--- src/rtl/rsq_pkg.sv ---
package rsq_pkg;
  typedef enum logic [1:0] {
    RSQ_IDLE   = 2'd0,
    RSQ_ASSERT = 2'd1,
    RSQ_HOLD   = 2'd2,
    RSQ_REL    = 2'd3
  } rsq_state_e;
endpackage

--- src/rtl/rsq_width_cnt.sv ---
module rsq_width_cnt #(
  parameter int WARM_MIN = 15,
  parameter int POR_MIN  = 64
) (
  input  logic clk,
  input  logic rst,
  input  logic pin_hi,
  input  logic por_sel,
  output logic width_ok
);
  localparam int MAXC  = (POR_MIN > WARM_MIN) ? POR_MIN : WARM_MIN;
  localparam int CNT_W = $clog2(MAXC + 1);
  localparam logic [CNT_W-1:0] MAX_V  = CNT_W'(MAXC);
  localparam logic [CNT_W-1:0] WARM_V = CNT_W'(WARM_MIN);
  localparam logic [CNT_W-1:0] POR_V  = CNT_W'(POR_MIN);

  logic [CNT_W-1:0] cnt_q;

  always_ff @(posedge clk) begin
    if (rst || !pin_hi) cnt_q <= '0;
    else if (cnt_q != MAX_V) cnt_q <= cnt_q + 1'b1;
  end

  assign width_ok = cnt_q >= (por_sel ? POR_V : WARM_V);

  // count restarts once the pin is seen low
  p_cnt_cleared_r3: assert property (@(posedge clk) disable iff (rst)
    !pin_hi |=> cnt_q == '0);
  // counter never passes its ceiling
  p_cnt_bounded_r3: assert property (@(posedge clk) disable iff (rst)
    cnt_q <= MAX_V);
endmodule

--- src/rtl/rsq_strap_cap.sv ---
module rsq_strap_cap #(
  parameter int RATIO_W = 3
) (
  input  logic               clk,
  input  logic               rst,
  input  logic               pin_hi,
  input  logic               capture_en,
  input  logic               check_en,
  input  logic [RATIO_W-1:0] ratio_in,
  input  logic               flush_n_in,
  output logic [RATIO_W-1:0] ratio_q,
  output logic               flush_q,
  output logic               hold_bad
);
  logic [RATIO_W-1:0] sh_ratio_q;
  logic               sh_flush_n_q;

  always_ff @(posedge clk) begin
    if (rst) begin
      sh_ratio_q   <= '0;
      sh_flush_n_q <= 1'b1;
    end else if (pin_hi) begin
      sh_ratio_q   <= ratio_in;
      sh_flush_n_q <= flush_n_in;
    end
  end

  always_ff @(posedge clk) begin
    if (rst) begin
      ratio_q <= '0;
      flush_q <= 1'b0;
    end else if (capture_en) begin
      ratio_q <= sh_ratio_q;
      flush_q <= !sh_flush_n_q;
    end
  end

  assign hold_bad = check_en &&
                    ((ratio_in != sh_ratio_q) || (flush_n_in != sh_flush_n_q));

  // latched straps move only at a capture
  p_latch_stable_r5: assert property (@(posedge clk) disable iff (rst)
    !capture_en |=> $stable(ratio_q) && $stable(flush_q));
endmodule

--- src/rtl/rsq_reset_sequencer.sv ---
module rsq_reset_sequencer #(
  parameter int WARM_MIN = 15,
  parameter int POR_MIN  = 64,
  parameter int RATIO_W  = 3
) (
  input  logic               clk,
  input  logic               rst,
  input  logic               reset_pin,
  input  logic               power_on,
  input  logic [RATIO_W-1:0] strap_ratio,
  input  logic               strap_flush_n,
  output logic [RATIO_W-1:0] bus_ratio,
  output logic               flush_strap,
  output logic               core_rst,
  output logic               flush_pulse,
  output logic               err_short,
  output logic               err_hold
);
  import rsq_pkg::*;

  rsq_state_e state_q;
  logic width_ok, neg_seen, capture_en, check_en, hold_bad;
  logic core_rst_q, pulse_q, err_short_q, err_hold_q;

  rsq_width_cnt #(.WARM_MIN(WARM_MIN), .POR_MIN(POR_MIN)) u_cnt (
    .clk(clk), .rst(rst), .pin_hi(reset_pin), .por_sel(power_on),
    .width_ok(width_ok)
  );

  assign neg_seen   = (state_q == RSQ_ASSERT) && !reset_pin;
  assign capture_en = neg_seen && width_ok;
  assign check_en   = capture_en || ((state_q == RSQ_HOLD) && !reset_pin);

  rsq_strap_cap #(.RATIO_W(RATIO_W)) u_cap (
    .clk(clk), .rst(rst), .pin_hi(reset_pin),
    .capture_en(capture_en), .check_en(check_en),
    .ratio_in(strap_ratio), .flush_n_in(strap_flush_n),
    .ratio_q(bus_ratio), .flush_q(flush_strap), .hold_bad(hold_bad)
  );

  always_ff @(posedge clk) begin
    if (rst) begin
      state_q     <= RSQ_IDLE;
      core_rst_q  <= 1'b1;
      pulse_q     <= 1'b0;
      err_short_q <= 1'b0;
      err_hold_q  <= 1'b0;
    end else if (reset_pin) begin
      if (state_q != RSQ_ASSERT) begin
        err_short_q <= 1'b0;
        err_hold_q  <= 1'b0;
      end
      state_q    <= RSQ_ASSERT;
      core_rst_q <= 1'b1;
      pulse_q    <= 1'b0;
    end else begin
      pulse_q <= 1'b0;
      if (hold_bad) err_hold_q <= 1'b1;
      unique case (state_q)
        RSQ_ASSERT: begin
          if (width_ok) state_q <= RSQ_HOLD;
          else begin
            state_q     <= RSQ_IDLE;
            err_short_q <= 1'b1;
          end
        end
        RSQ_HOLD: state_q <= RSQ_REL;
        RSQ_REL: begin
          state_q    <= RSQ_IDLE;
          core_rst_q <= 1'b0;
          pulse_q    <= flush_strap;
        end
        default: state_q <= RSQ_IDLE;
      endcase
    end
  end

  assign core_rst    = core_rst_q;
  assign flush_pulse = pulse_q;
  assign err_short   = err_short_q;
  assign err_hold    = err_hold_q;

  p_core_held_r2: assert property (@(posedge clk) disable iff (rst)
    reset_pin |=> core_rst_q && !pulse_q);
  p_short_keeps_straps_r3: assert property (@(posedge clk) disable iff (rst)
    $rose(err_short_q) |-> $stable(bus_ratio) && core_rst_q);
  p_release_after_window_r7: assert property (@(posedge clk) disable iff (rst)
    $fell(core_rst_q) |-> !$past(reset_pin) && !$past(reset_pin, 2) && !$past(reset_pin, 3));
  p_pulse_single_r8: assert property (@(posedge clk) disable iff (rst)
    pulse_q |=> !pulse_q);
  p_pulse_at_release_r8: assert property (@(posedge clk) disable iff (rst)
    pulse_q |-> $fell(core_rst_q) && flush_strap);
  p_err_clear_r9: assert property (@(posedge clk) disable iff (rst)
    (reset_pin && !$past(reset_pin)) |=> !err_short_q && !err_hold_q);
endmodule

--- config.mk ---
export PLATFORM = sky130hd
export DESIGN_NAME = rsq_reset_sequencer
export DESIGN_NICKNAME = d
export VERILOG_FILES = /design/src/rtl/rsq_pkg.sv /design/src/rtl/rsq_width_cnt.sv /design/src/rtl/rsq_strap_cap.sv /design/src/rtl/rsq_reset_sequencer.sv
export SDC_FILE = /design/constraint.sdc
export NUM_CORES = 1
export LEC_CHECK = 0
export ABC_AREA = 1
export BUFFER_PORTS_ARGS = -buffer_cell sky130_fd_sc_hd__buf_2
export CAP_MARGIN = 20
export CORE_UTILIZATION = 45
export DETAILED_ROUTE_END_ITERATION = 8
export PLACE_DENSITY = 0.67
export SYNTH_ARGS = -nofsm -noshare
export SYNTH_HDL_FRONTEND = slang
export SYNTH_SLANG_ARGS = --single-unit
--- constraint.sdc ---
create_clock -name clk -period 3.5 [get_ports clk]
set_input_delay 0.7 -clock clk [delete_from_list [all_inputs] [get_ports clk]]
set_output_delay 0.7 -clock clk [all_outputs]
set_load 0.01 [all_outputs]
==> flow_metrics.env <==
export IMPL_status="finished, final reports clean"
export IMPL_start_util_pct=47.8
export IMPL_top_layer_used="met4"
export IMPL_diodes=0
export IMPL_startpoint_type="primary input"
export IMPL_dp_final_hpwl_um=1590
export IMPL_firstDrtPassIters=4
export IMPL_rsz0062_at_grt="no"
export IMPL_async_reset_ff_share_pct=0
export IMPL_crit_type="in -> reg"
export IMPL_syn_inst=141
export IMPL_setup_tns_ns=0
export IMPL_post_drt_via_cell_ratio=4.92
export IMPL_fin_crit_sh_pct=46.7
export IMPL_nets=179
export IMPL_yosys_top_cells_count="27 x inv_1, 23 x nand2_1, 21 x dfxtp_1, 20 x nor2_1, 10 x ha_1"
export IMPL_layoutNonFillerInstCount=188
export IMPL_ys_seq_elements=21
export IMPL_antenna_found_initial=0
export IMPL_power_total_uw=412
export IMPL_clk_pin_slew_ns=0.13
export IMPL_hold_slack_ns=0.456
export IMPL_ctsHtreeMaxLevel=1
export IMPL_pre_cts_slack_ns=1.50
export IMPL_maxSlewViolCount=0
export IMPL_max_vdd_ir_drop_mv=0.166
export IMPL_critPathRequiredTime_ns=3.73
export IMPL_grt_total_usage_pct=18.1
export IMPL_clock_sinks=21
export IMPL_dp_cells=184
export IMPL_crit_arrival_ns=1.87
export IMPL_grt_max_degree=13
export IMPL_synth_nets=159
export IMPL_p_leak_nw=0.600
export IMPL_setup_slack_ns=1.86
export IMPL_syn2layout_area_growth_pct=12.9
export IMPL_worst_slew_pin_slew_ns=0.399
export IMPL_cts_tree="yes"
export IMPL_fillCellCount=233
export IMPL_cts_buffers=3
export IMPL_io_pins=16
export IMPL_fin_util_pct=53.9
export IMPL_worstSkewPairLatency_ns=0.32
export IMPL_netlist_area_um2=1070
export IMPL_path_max_fanout=5
export IMPL_die_y_um=50.7
export IMPL_grt_remaining_overflow=0
export IMPL_synthTopCellsByArea="dfxtp_1 39%, ha_1 12%, inv_1 9.5%"
export IMPL_grt_first_pass_wirelength_um=3420
export IMPL_crit_path_max_incr_delay_ns=0.33
export IMPL_syn_area_per_cell_um2=7.57
export IMPL_hold_buffers=0
export IMPL_routed_wl_um=1970
export IMPL_synth_top_cell_area_share_pct=39.4
export IMPL_first_global_vias=825
export IMPL_synth_distinct_cells=22
export IMPL_post_drt_wl_per_cell_um=10.5
export IMPL_placed_area_um2=1180
export IMPL_drt_initial_drc_count=22
export IMPL_die_area_um2=2570
export IMPL_die_width_um=50.7
export IMPL_cpMaxStageDelayCell="ha_1"
export IMPL_fmax_mhz=611
export IMPL_yosysMostFrequentCell="inv_1"
export IMPL_ant_nets=0
export IMPL_cts_setup_buffers=0
export IMPL_crit_path_cell_trace="buf_2 > inv_1 > ha_1 > nand2_1 > nand2_1 > a21oi_1 > nand2_2 > nand2_2 > inv_2 > nor2_1 > nor2_1"
export IMPL_hp_class="reg -> reg"
export IMPL_seq_area_frac_synth_pct=39.4
export IMPL_cts_repair_resized=0
export IMPL_p_per_area_nw_per_um2=342
export IMPL_yosys_warnings=0
export IMPL_drc=0
export IMPL_maxCapViolCount=0
export IMPL_setup_viol=0
export IMPL_clock_skew_ns=0.00961
export IMPL_cts_root_buffer="clkbuf_4"
export IMPL_portBuffers=15
export IMPL_wl_met1_um=944
export IMPL_cts_buffer_depth=2
export IMPL_hold_violations=0
export IMPL_final_area_um2=1200
export IMPL_vias=925
export IMPL_met3_length_um=88
export IMPL_num_rows=17
export IMPL_gp_congestion=0.789
export IMPL_synth_top_area_cell="dfxtp_1"
export IMPL_fp_coreArea_um2=2230
export IMPL_slew_headroom_pct=73.3
export IMPL_met2_length_um=893
export IMPL_fin_crit_ns=1.64
export IMPL_layout_drive_gt1_share_pct=16.9
export IMPL_end_kind="register"
export IMPL_synth_edf_count=0
export IMPL_synth_main_ff_cell="dfxtp_1"
==> cell families (layout without fill, tap and decap cells) <==
| kind of cell | count (synthesis) | after routing | synth area share, % |
|---|---|---|---|
| fa+ha+maj | 10 | 10 | 11.7 |
| xor+xnor | 5 | 5 | 4.10 |
| compound gates | 20 | 20 | 10.7 |
| flops | 21 | 21 | 39.4 |
| buf+inv | 29 | 48 | 10.2 |
| simple gates | 56 | 56 | 23.9 |
==> flip-flops by register name, summed over array words and instances (netlist names) <==
register / cells
core_rst: 1
err_hold: 1
err_short: 1
flush_pulse: 1
state_q: 2
u_cap.flush_q: 1
u_cap.ratio_q: 3
u_cap.sh_flush_n_q: 1
u_cap.sh_ratio_q: 3
u_cnt.cnt_q: 7
==> per-layer routing <==
layer	up-vias	GRT usage (%)
met5	-	0
met4	0	12.0
met3	5	3.64
met2	18	28.2
met1	419	22.5
li1	483	-
==> path summary, 6_finish.rpt <==
kind                   from          endpoint  slack [ns]  depth (start not counted)
max                power_on  u_cap.ratio_q[2]        1.86                         11
min                core_rst          core_rst        0.46                          2
max reg2reg  u_cnt.cnt_q[2]  u_cap.ratio_q[2]        2.04                          9
min reg2reg        core_rst          core_rst        0.46                          2
==> worst max-delay path: cells and delay by family <==
family / cells / cell delay [ns]
adder cells (fa/ha/maj): 1 / 0.33
AND/OR/NAND/NOR: 6 / 0.47
buffers and inverters: 3 / 0.23
AO/OA/AOI/OAI: 1 / 0.14
==> final cells by class <==
cell class / count / area (um^2) / share of cell area [%]
Tap cell: 28 / 35.0 / 2.91
Clock buffer: 3 / 22.5 / 1.87
Timing Repair Buffer: 15 / 75.1 / 6.23
Clock inverter: 1 / 5.00 / 0.415
Inverter: 29 / 109 / 9.03
Multi-Input combinational cell: 91 / 538 / 44.7
Sequential cell: 21 / 420 / 34.9
==> report_power, final <==
part / internal [mW] / total [mW] / switching, mW
combinational: 0.0159 / 0.0406 / 0.0247
sequential: 0.244 / 0.249 / 0.00406
clock: 0.0429 / 0.123 / 0.0798
total: 0.303 / 0.412 / 0.109
==> cell usage in the layout (no fill, tap or decap), types with 3 or more instances in the layout <==
cell / netlist / layout
nand2_1: 23 / 23
nand3_1: 3 / 3
inv_1: 27 / 27
xor2_1: 3 / 3
a21oi_1: 7 / 7
ha_1: 10 / 10
dfxtp_1: 21 / 21
nand2_2: 3 / 3
clkbuf_4: 0 / 3
o21ai_0: 7 / 7
nor2_1: 20 / 20
buf_2: 0 / 15
Note: power is estimated with default switching activity, not from simulation.
